**src/rtl/dsig_conv_seq_pkg.sv**
```systemverilog
package dsig_conv_seq_pkg;

    typedef enum logic [1:0] {
        SEQ_IDLE   = 2'd0,
        SEQ_SETTLE = 2'd1,
        SEQ_RUN    = 2'd2,
        SEQ_HOLD   = 2'd3
    } seq_state_e;

    // Ticks added after the four settling periods, plus one tick of margin
    localparam int SETTLE_PAD_TICKS  = 4;
    localparam int SETTLE_MARGIN     = 1;
    localparam int SETTLE_PERIODS    = 4;

endpackage

```
**src/rtl/dsig_tick_div.sv**
```systemverilog
module dsig_tick_div #(
    parameter int FAST_DIV = 4,
    parameter int SLOW_DIV = 16
) (
    input  logic clk,
    input  logic rst_n,
    input  logic clr,
    input  logic en,
    input  logic slow,
    output logic tick
);
    localparam int MAX_DIV = (SLOW_DIV > FAST_DIV) ? SLOW_DIV : FAST_DIV;
    localparam int DIV_W   = (MAX_DIV > 2) ? $clog2(MAX_DIV) : 1;

    typedef struct packed {
        logic [DIV_W-1:0] cnt;
    } div_regs_t;

    div_regs_t        r_d, r_q;
    logic [DIV_W-1:0] wrap_at;

    always_comb begin
        wrap_at = slow ? DIV_W'(SLOW_DIV - 1) : DIV_W'(FAST_DIV - 1);
        tick    = en && !clr && (r_q.cnt == wrap_at);
        r_d     = r_q;
        if (clr) begin
            r_d.cnt = '0;
        end else if (en) begin
            r_d.cnt = tick ? '0 : r_q.cnt + 1'b1;
        end
    end

    always_ff @(posedge clk or negedge rst_n) begin
        if (!rst_n) r_q <= '0;
        else        r_q <= r_d;
    end

endmodule

```
**src/rtl/dsig_interval_cnt.sv**
```systemverilog
module dsig_interval_cnt #(
    parameter int CNT_W = 13
) (
    input  logic             clk,
    input  logic             rst_n,
    input  logic             clr,
    input  logic             tick,
    input  logic [CNT_W-1:0] target,
    output logic             last,
    output logic             near_end
);
    typedef struct packed {
        logic [CNT_W-1:0] cnt;
    } ivl_regs_t;

    ivl_regs_t r_d, r_q;

    always_comb begin
        last     = tick && (r_q.cnt == target - 1'b1);
        near_end = tick && (r_q.cnt == target - CNT_W'(2));
        r_d      = r_q;
        if (clr) begin
            r_d.cnt = '0;
        end else if (tick) begin
            r_d.cnt = last ? '0 : r_q.cnt + 1'b1;
        end
    end

    always_ff @(posedge clk or negedge rst_n) begin
        if (!rst_n) r_q <= '0;
        else        r_q <= r_d;
    end

endmodule

```
**src/rtl/dsig_start_ctrl.sv**
```systemverilog
module dsig_start_ctrl (
    input  logic clk,
    input  logic rst_n,
    input  logic start_pin,
    input  logic start_cmd,
    input  logic stop_cmd,
    output logic run_now,
    output logic restart,
    output logic cmd_run
);
    typedef struct packed {
        logic cmd_run;
        logic pin;
    } ctl_regs_t;

    ctl_regs_t r_d, r_q;
    logic      cmd_accept;

    always_comb begin
        // The pin has priority: a command that arrives while the pin is high is dropped
        cmd_accept = start_cmd && !start_pin && !stop_cmd;
        r_d        = r_q;
        r_d.pin    = start_pin;
        if (stop_cmd)        r_d.cmd_run = 1'b0;
        else if (cmd_accept) r_d.cmd_run = 1'b1;
        run_now = start_pin || r_d.cmd_run;
        restart = (start_pin && !r_q.pin) || cmd_accept;
        cmd_run = r_q.cmd_run;
    end

    always_ff @(posedge clk or negedge rst_n) begin
        if (!rst_n) r_q <= '0;
        else        r_q <= r_d;
    end

endmodule

```
**src/rtl/dsig_conv_seq.sv**
```systemverilog
module dsig_conv_seq
    import dsig_conv_seq_pkg::*;
#(
    parameter int RATE_W      = 3,
    parameter int BASE_PERIOD = 1024,
    parameter int FAST_DIV    = 4,
    parameter int SLOW_DIV    = 16
) (
    input  logic              clk,
    input  logic              rst_n,
    input  logic              start_pin,
    input  logic              start_cmd,
    input  logic              stop_cmd,
    input  logic [RATE_W-1:0] rate_sel,
    input  logic              clkdiv_sel,
    input  logic              single_shot,
    input  logic              sclk,
    output logic              drdy_n,
    output logic              latch_stb,
    output logic              cfg_err
);
    localparam int MAX_SETTLE = SETTLE_PERIODS * BASE_PERIOD + SETTLE_PAD_TICKS + SETTLE_MARGIN;
    localparam int CNT_W      = $clog2(MAX_SETTLE + 1);
    localparam logic [RATE_W-1:0] RATE_RSVD = '1;

    typedef struct packed {
        seq_state_e        st;
        logic              drdy_n;
        logic              stb;
        logic              err;
        logic [RATE_W-1:0] rate;
        logic              slow;
        logic              sclk;
    } seq_regs_t;

    seq_regs_t        r_d, r_q;
    logic             run_now, restart, cmd_run;
    logic             tick, last, near_end;
    logic             clr, counting, rsvd, sclk_rise;
    logic [CNT_W-1:0] target;

    function automatic logic [CNT_W-1:0] period_ticks(input logic [RATE_W-1:0] code);
        return CNT_W'(BASE_PERIOD >> code);
    endfunction

    function automatic logic [CNT_W-1:0] settle_ticks(input logic [RATE_W-1:0] code);
        return CNT_W'(SETTLE_PERIODS * (BASE_PERIOD >> code) + SETTLE_PAD_TICKS + SETTLE_MARGIN);
    endfunction

    dsig_start_ctrl u_start (
        .clk       (clk),
        .rst_n     (rst_n),
        .start_pin (start_pin),
        .start_cmd (start_cmd),
        .stop_cmd  (stop_cmd),
        .run_now   (run_now),
        .restart   (restart),
        .cmd_run   (cmd_run)
    );

    dsig_tick_div #(
        .FAST_DIV (FAST_DIV),
        .SLOW_DIV (SLOW_DIV)
    ) u_div (
        .clk   (clk),
        .rst_n (rst_n),
        .clr   (clr),
        .en    (counting),
        .slow  (r_q.slow),
        .tick  (tick)
    );

    dsig_interval_cnt #(
        .CNT_W (CNT_W)
    ) u_ivl (
        .clk      (clk),
        .rst_n    (rst_n),
        .clr      (clr),
        .tick     (tick),
        .target   (target),
        .last     (last),
        .near_end (near_end)
    );

    always_comb begin
        counting  = (r_q.st == SEQ_SETTLE) || (r_q.st == SEQ_RUN);
        target    = (r_q.st == SEQ_SETTLE) ? settle_ticks(r_q.rate) : period_ticks(r_q.rate);
        rsvd      = (rate_sel == RATE_RSVD);
        sclk_rise = sclk && !r_q.sclk;
        clr       = 1'b0;

        r_d      = r_q;
        r_d.stb  = 1'b0;
        r_d.sclk = sclk;
        r_d.err  = rsvd;

        if (rsvd || !run_now) begin
            r_d.st     = SEQ_IDLE;
            r_d.drdy_n = 1'b1;
        end else if (restart || r_q.st == SEQ_IDLE) begin
            r_d.st     = SEQ_SETTLE;
            r_d.drdy_n = 1'b1;
            r_d.rate   = rate_sel;
            r_d.slow   = clkdiv_sel;
            clr        = 1'b1;
        end else begin
            unique case (r_q.st)
                SEQ_SETTLE, SEQ_RUN: begin
                    if (last) begin
                        r_d.drdy_n = 1'b0;
                        r_d.stb    = 1'b1;
                        r_d.st     = single_shot ? SEQ_HOLD : SEQ_RUN;
                    end else if (sclk_rise || (near_end && r_q.st == SEQ_RUN)) begin
                        r_d.drdy_n = 1'b1;
                    end
                end
                SEQ_HOLD: begin
                    if (sclk_rise) r_d.drdy_n = 1'b1;
                end
                default: begin
                    r_d.st = SEQ_IDLE;
                end
            endcase
        end
    end

    always_ff @(posedge clk or negedge rst_n) begin
        if (!rst_n) begin
            r_q        <= '0;
            r_q.st     <= SEQ_IDLE;
            r_q.drdy_n <= 1'b1;
        end else begin
            r_q <= r_d;
        end
    end

    assign drdy_n    = r_q.drdy_n;
    assign latch_stb = r_q.stb;
    assign cfg_err   = r_q.err;

endmodule

```
**config.mk**
```make
export PLATFORM = sky130hd
export DESIGN_NAME = dsig_conv_seq
export DESIGN_NICKNAME = d
export VERILOG_FILES = /design/src/rtl/dsig_conv_seq_pkg.sv /design/src/rtl/dsig_tick_div.sv /design/src/rtl/dsig_interval_cnt.sv /design/src/rtl/dsig_start_ctrl.sv /design/src/rtl/dsig_conv_seq.sv
export SDC_FILE = /design/constraint.sdc
export NUM_CORES = 1
export LEC_CHECK = 0
export CAP_MARGIN = 30
export CORE_ASPECT_RATIO = 0.7
export CORE_MARGIN = 4
export CORE_UTILIZATION = 45
export CTS_BUF_LIST = sky130_fd_sc_hd__clkbuf_2 sky130_fd_sc_hd__clkbuf_4 sky130_fd_sc_hd__clkbuf_8
export DETAILED_ROUTE_END_ITERATION = 6
export GPL_TIMING_DRIVEN = 0
export PLACE_DENSITY = 0.75
export SLEW_MARGIN = 0
export SYNTH_ARGS = -nofsm -noshare
export SYNTH_HDL_FRONTEND = slang
export SYNTH_SLANG_ARGS = --single-unit
```
**constraint.sdc**
```tcl
create_clock -name clk -period 2.3 [get_ports clk]
set_input_delay 0.46 -clock clk [delete_from_list [all_inputs] [get_ports clk]]
set_output_delay 0.46 -clock clk [all_outputs]
set_load 0.005 [all_outputs]
```
==> out/metrics.cfg, run 1 <==
[status]
status = finished, violations left
failed_checks = setup timing

[global_routing]
grt.met2_usage_pct = 29.8
met1_usage_pct = 29.2
grt_overflow = 0
busiest_layer = met2
grt.met3_usage_pct = 5.91
grt_pass1_wl_mm = 9.00
grt_max_degree = 20
antenna_found_initial = 0
grt_pass1_vias = 1811
grt_usage_pct = 20.5

[floorplan]
die-area_um2 = 5590
die_x_um = 87.7
ios = 14
row_count = 19
core_um2 = 4090
start_util_pct = 48.9
die_h_um = 63.8

[placed_design]
dp.cells = 286
gp_congestion = 0.872
numPortBuffers = 13
placed_area_um2 = 2250
hpwl_mm = 3.50

[routing]
drt_wl_total_mm = 5.44
drc = 0
drt_iter0_drc = 137
vias = 1881
drt_first_pass_iters = 4
post_drt_wl_per_cell_um = 17.9
via_per_inst = 6.19
antenna_left = 0

[worst_setup_path]
cp_max_fo = 7
reg2reg_setup_slack_ns = -0.21
ff2ff_path_depth = 10
cp.required_ns = 2.48
critPathKind = flop to flop
cp_data_arrival_time_ns = 2.68
end_kind = flop
start_kind = flop
r2r-start = r_q[9]
reg2reg_to = u_ivl.r_q[12]

[pwr]
p_leak_nw = 1.05
power_density_nw_per_um2 = 591
ir_drop_mv = 0.417

[final_layout]
syn_to_final_growth_pct = 27.3
drive_gt1_share_pct = 26.6
stdcell_area_um2 = 2550
diodes = 0
finalNetCount = 269
finalNonFillerCells = 304

[timing]
slew_violations = 0
fin_crit_sh_pct = 109
fin_setup_tns_ns = -1.94
fmax_ghz = 0.399
period_minus_slack_ns = 2.51
finalSetupViolations = 13
tightest_slew_ns = 0.590
skew_ns = 0.0152
slew_headroom_pct = 60.6
setup_slack_ns = -0.207
rsz0062_at_grt = yes
finalHoldViolCount = 0

[clocking]
cts-root-buf = clkbuf_8
clk_latency_ns = 0.29
cts_buffers = 5
cts_tree = done
clk_pin_slew_ns = 0.07
cts_max_level = 2
cts_sinks = 29
clk_path_buf_depth = 2

[yosys]
synth_commonest_cells = dfrtp_1, nor2_1, nand2_1
synthAdderAreaFrac_pct = 4.38
synth_top_area_share_pct = 35.0
synth_flop_cell = dfrtp_1
yosys-top-cells-area = dfrtp_1, ha_1, nor2_1
synthXorXnorAreaFrac_pct = 2.63
synth.most_common_cell = dfrtp_1
syn-num-nets = 238
yosysWarnings = 0
ys_seq_area_share_pct = 36.3
synth.avg_cell_area_um2 = 9.09
syn_inst = 220
synth_edf_count = 0
yosys_register_bits = 29
synth-simple-area-share_pct = 27.0
synth-compound-area-share_pct = 21.8
async_flop_share_pct = 100
ys_types = 57
muxShareOfSynthArea_pct = 3.25
mappedNetlistArea_um2 = 2000
synth_top_area_cell = dfrtp_1
synth_top_family_by_area = simple AND/OR/NAND/NOR gates

[min_path]
whs_endpoint = u_start.cmd_run
min_path_cells = 2
hold_class = flop to flop
hold_path_startpoint = u_start.cmd_run

[job]
cap_viol_max_count = 0

how the worst max path moves through the flow:
stage	start	to	slack (ns)	cells after the start
CTS	r_q[9]	u_ivl.r_q[12]	-0.16	10
global route	r_q[9]	u_ivl.r_q[2]	-0.32	10
finish	r_q[9]	u_ivl.r_q[12]	-0.21	10
floorplan	r_q[9]	u_ivl.r_q[10]	0.03	9
detailed placement	start_cmd	u_ivl.r_q[12]	-0.42	6
global placement	start_cmd	u_ivl.r_q[12]	-0.39	6
per-layer routing:
layer | vias to the layer above | part of all wire [%] | wire, µm
met4 | 0 | 1.6 | 88
met3 | 13 | 9.3 | 505
li1 | 883 | - | -
met5 | - | 0 | 0
met1 | 908 | 44 | 2420
met2 | 77 | 45 | 2430
registers in the layout (all words and copies together) (netlist names):
register / cells
u_start.cmd_run: 1
drdy_n: 1
latch_stb: 1
u_ivl.r_q: 13
cfg_err: 1
u_start.r_q: 1
r_q: 7
u_div.r_q: 4
cells in the final DEF, fill, tap and decap left out, types with 4 or more instances in the layout:
cell type	instances
nand2_1	14
dfrtp_1	27
xor2_1	4
buf_4	10
nor4b_1	4
a21oi_1	7
mux2_2	4
clkbuf_8	6
inv_1	6
a21o_1	6
nand2b_1	7
nor3_1	8
ha_1	5
nor2_1	14
o31ai_2	4
o21ai_2	6
nand3_1	8
nor3b_1	4
buf_6	4
nand4_1	4
and3_1	6
clkdlybuf4s50_1	13
buf_2	4
stage by stage:
step / util, % / hold slack, ns / worst slack [ns] / total power, mW
3_3_place_gp: 54.3 / 0.484 / -0.386 / 0.971
6_report: 62.3 / 0.508 / -0.207 / 1.50
3_5_place_dp: 55.0 / 0.496 / -0.425 / 0.983
4_1_cts: 60.7 / 0.512 / -0.157 / 1.48
2_1_floorplan: - / 0.164 / 0.0304 / 0.874
5_1_grt: 62.3 / 0.564 / -0.316 / 1.59
kinds of logic (layout without fill, tap and decap cells):
kind of cell,count (synthesis),in the layout
adders and majority gates,7,7
DFF,29,29
xor gates and xnor gates,6,6
AOI/OAI and AO/OA,59,59
buffers and inverters,19,51
muxes,6,6
and+or+nand+nor,94,94
layout make-up:
type,instances,area [µm²]
multi-input combinational,172,1320
sequential,29,728
fill,343,1540
buffer,12,78.8
clock buffer,6,82.6
tap,52,65.1
inverter,7,26.3
timing repair buffer,24,236
clock inverter,2,13.8
worst max-delay path, stage by stage (launching register included):
cell and delay, ns:
dfrtp_1 0.40, inv_2 0.09, ha_4 0.17, or4b_4 0.50, a211oi_4 0.26, o2111ai_2 0.16, a2111oi_4 0.21, buf_4 0.20
buf_6 0.13, nor3_2 0.04, a211o_1 0.23
power by group:
group          switching (mW)  internal [mW]  total (mW)
combinational           0.266          0.220       0.486
sequential             0.0327          0.543       0.575
clock                   0.202          0.242       0.444
total                   0.501           1.00        1.50
repair_timing:
| item | CTS | global route |
|---|---|---|
| pin swaps | 11 | 5 |
| gates resized for setup | 18 | 19 |
| buffers inserted | 8 | 1 |
| gates cloned | 1 | 0 |
| hold buffers | 0 | 0 |
| endpoints found under the setup margin | 17 | 18 |
(Power assumes the default switching activity.)
==> inputs of run 2 (changes only) <==
Settings changed: PLACE_DENSITY 0.75 to 0.74, SYNTH_HIERARCHICAL from default to 1.
==> run 2 against run 1 <==
  * The flow still finishes with violations (setup timing)
  * Design area grew 31%
  * Largest power group is now combinational cells
  * Via count grew 26%
  * Register-to-register slack lost 0.57 ns
  * Maximum frequency shrank 19%
  * First-iteration DRC count grew 96%
==> out/metrics.cfg, run 2 <==
[pwr]
power.switching_mw = 0.784  ; was 0.501 mW
p_leak_nw = 1.41  ; was 1.05 nW
p_clk_share_pct = 20.5  ; was 29.5%
power.total_mw = 2.04  ; was 1.50 mW
p_sw_share_pct = 38.5  ; was 33.3%
ir_drop_mv = 0.316  ; was 0.417 mV
power_density_nw_per_um2 = 611  ; was 591 nW/µm²
p_seq_share_pct = 29.7  ; was 38.2%
power_frac_comb_pct = 49.8  ; was 32.3%
p_int_mw = 1.25  ; was 1.00 mW

[clocking]
clk_path_buf_depth = 2  ; unchanged
cts_max_level = 2  ; unchanged
clk_latency_ns = 0.28  ; was 0.29 ns
cts_sinks = 29  ; unchanged
cts_buffers = 5  ; unchanged
cts_tree = done  ; unchanged
cts-root-buf = clkbuf_8  ; unchanged
holdBufCountCts = 0  ; unchanged
clk_pin_slew_ns = 0.06  ; was 0.07 ns

[timing]
period_minus_slack_ns = 3.08  ; was 2.51 ns
rsz0062_at_grt = yes  ; unchanged
slew_violations = 0  ; unchanged
skew_ns = 0.00299  ; was 0.0152 ns
slew_headroom_pct = 49.3  ; was 60.6%
fmax_ghz = 0.325  ; was 0.399 GHz
fin_setup_tns_ns = -11.62  ; was -1.94 ns
finalHoldViolCount = 0  ; unchanged
finalSetupViolations = 17  ; was 13
setup_slack_ns = -0.780  ; was -0.207 ns
tightest_slew_ns = 0.758  ; was 0.590 ns
fin_crit_sh_pct = 134  ; was 109%

[worst_setup_path]
path_cells = inv_2 -> ha_4 -> nand2b_4 -> nand2_4 -> buf_6 -> nor2_4 -> nor3_4 -> buf_4 -> a2111o_1 -> o211ai_1 -> a31oi_2 -> nor4b_4 -> nor2b_4 -> nand3_2 -> a31oi_1  ; was inv_2 -> ha_4 -> or4b_4 -> a211oi_4 -> o2111ai_2 -> a2111oi_4 -> buf_4 -> buf_6 -> nor3_2 -> a211o_1
start_kind = flop  ; unchanged
cp_max_fo = 5  ; was 7
cp_data_arrival_time_ns = 3.28  ; was 2.68 ns
end_kind = flop  ; unchanged
cp.required_ns = 2.50  ; was 2.48 ns
cpMaxStageDelayCell = nor4b_4  ; was or4b_4
worst_path_largest_cell_delay_ns = 0.43  ; was 0.50 ns
critPathKind = flop to flop  ; unchanged

[floorplan]
die-area_um2 = 6880  ; was 5590 µm²
die_h_um = 70.6  ; was 63.8 µm
row_count = 22  ; was 19
ios = 14  ; unchanged
start_util_pct = 47.2  ; was 48.9%
die_x_um = 97.4  ; was 87.7 µm
core_um2 = 5340  ; was 4090 µm²

[yosys]
yosys-top-cells-area = dfrtp_1, xor2_1, ha_1  ; was dfrtp_1, ha_1, nor2_1
synth_top_area_cell = dfrtp_1  ; unchanged
synth_edf_count = 0  ; unchanged
syn_inst = 290  ; was 220
mappedNetlistArea_um2 = 2520  ; was 2000 µm²
async_flop_share_pct = 100  ; unchanged
synth_flop_cell = dfrtp_1  ; unchanged
ys_seq_area_share_pct = 28.9  ; was 36.3%
yosys_register_bits = 29  ; unchanged
synth.most_common_cell = dfrtp_1  ; unchanged
synth_commonest_cells = dfrtp_1, nor2_1, nand2_1, xor2_1, nor3_1  ; was dfrtp_1, nor2_1, nand2_1
synth_top_area_share_pct = 27.8  ; was 35.0%
synth.avg_cell_area_um2 = 8.69  ; was 9.09 µm²
yosysWarnings = 6  ; was 0
ys_types = 68  ; was 57

[placed_design]
hpwl_mm = 4.45  ; was 3.50 mm
dp_slack_ns = -1.52  ; was -0.425 ns
gp_congestion = 1.04  ; was 0.872
numPortBuffers = 13  ; unchanged
placed_area_um2 = 2810  ; was 2250 µm²

[global_routing]
grt_max_degree = 17  ; was 20
busiest_layer = met2  ; unchanged
antenna_found_initial = 0  ; unchanged
grt_pass1_wl_mm = 11.2  ; was 9.00 mm
grt_usage_pct = 20.1  ; was 20.5%
met1_usage_pct = 29.0  ; was 29.2%
grt_overflow = 0  ; unchanged
grt.met3_usage_pct = 5.81  ; was 5.91%
grt_pass1_vias = 2284  ; was 1811
grt.met2_usage_pct = 29.2  ; was 29.8%

[routing]
drc = 0  ; unchanged
antenna_left = 0  ; unchanged
drt_iter0_drc = 269  ; was 137
via_per_inst = 5.77  ; was 6.19
drt_wl_total_mm = 6.86  ; was 5.44 mm
drt_first_pass_iters = 5  ; was 4
post_drt_wl_per_cell_um = 16.7  ; was 17.9 µm
vias = 2367  ; was 1881

[status]
status = finished, violations left  ; unchanged
failed_checks = setup timing  ; unchanged

[final_layout]
top_regs = u_ivl/r_q (13), r_q (7), u_div/r_q (4)  ; was u_ivl.r_q (13), r_q (7), u_div.r_q (4)
final_cell_mix = dfrtp_1, buf_4, nor2_1  ; was dfrtp_1, nor2_1, nand2_1
finalNetCount = 357  ; was 269
nFillCells = 436  ; was 343
final_common_cell = dfrtp_1  ; unchanged
diodes = 0  ; unchanged
drive_gt1_share_pct = 30.2  ; was 26.6%
largest_reg_flops = 13  ; unchanged
stdcell_area_um2 = 3340  ; was 2550 µm²
syn_to_final_growth_pct = 32.5  ; was 27.3%
top_register = u_ivl/r_q  ; was u_ivl.r_q

[min_path]
hold_class = primary input to flop  ; was flop to flop

[job]
cap_viol_max_count = 0  ; unchanged

[run 2: cell count changes in the layout (fill, tap and decap cells not counted), moves of 5 or more]
cell | before | now
dlygate4sd2_1 | 0 | 6
xnor2_1 | 2 | 10
nor2_1 | 14 | 22
clkdlybuf4s50_1 | 13 | 7
xor2_1 | 4 | 16
a21o_1 | 6 | 1
o21ai_2 | 6 | 0
nor4_1 | 0 | 8
buf_4 | 10 | 24
[run 2: area by class of cell]
class / instances / area [µm²] / share of cell area, %
clock inverters: 2 / 10.0 / 0.300
multi-input cells: 236 / 1930 / 57.9
repair buffers: 39 / 354 / 10.6
flip-flops and latches: 29 / 727 / 21.8
plain buffers: 15 / 103 / 3.07
inverters: 11 / 46.3 / 1.39
well taps: 72 / 90.1 / 2.70
clock buffers: 6 / 76.3 / 2.29
[run 2: path summary, 6_finish.rpt]
kind	from	end	slack, ns	cells after the start
worst min-delay path	start_pin	u_start/r_q[0]	0.46	1
worst max-delay path	r_q[9]	r_q[8]	-0.78	15
max in group asynchronous	rst_n	drdy_n	1.06	2
min in group asynchronous	rst_n	u_div/r_q[1]	0.63	1
worst min register to register	u_start/cmd_run	u_start/cmd_run	0.55	2
worst max register to register	r_q[9]	r_q[8]	-0.78	15
[run 2: worst max-delay path, delay by kind of cell (launching register included)]
kind	cells	cell delay (ns)
AND/OR/NAND/NOR	7	1.30
AO/OA/AOI/OAI	4	0.74
flip-flops	1	0.40
adder cells (fa/ha/maj)	1	0.18
buffers and inverters	3	0.37
[run 2: logic make-up (layout without fill, tap and decap cells)]
| group | count (synthesis) | after routing | share of synthesized area (%) |
|---|---|---|---|
| other | 1 | 3 | 0.149 |
| AOI/OAI and AO/OA | 47 | 47 | 13.3 |
| adders and majority gates | 9 | 9 | 4.47 |
| xor gates and xnor gates | 30 | 30 | 10.4 |
| buffers and inverters | 27 | 73 | 5.86 |
| DFF | 29 | 29 | 28.9 |
| muxes | 10 | 10 | 4.82 |
| and+or+nand+nor | 137 | 137 | 32.1 |
[run 2: what timing repair did]
action,4_1_cts,5_1_grt
setup endpoints to repair,17,17
buffers inserted,22,3
resized for setup,47,16
pin swaps,20,6
[run 2: power groups by stage]
stage | logic [mW] | registers (mW) | clock network (mW)
3_3_place_gp | 0.691 | 0.609 | 0
5_1_grt | 1.09 | 0.614 | 0.452
4_1_cts | 0.930 | 0.602 | 0.428
2_1_floorplan | 0.562 | 0.598 | 0
3_5_place_dp | 0.710 | 0.610 | 0
6_report | 1.01 | 0.606 | 0.418
[run 2: layer usage]
layer | share of wire (%) | vias up
met5 | 0 | -
met3 | 7.0 | 6
met1 | 48 | 1140
met4 | 0.77 | 0
met2 | 44 | 86
li1 | - | 1135
[run 2: per-stage QoR]
stage	hold slack [ns]	cells	utilization [%]
finish	0.462	410	62.5
global route	0.474	410	62.5
CTS	0.460	407	60.8
detailed placement	0.542	378	52.6
global placement	0.509	377	52.1
floorplan	0.164	292	-
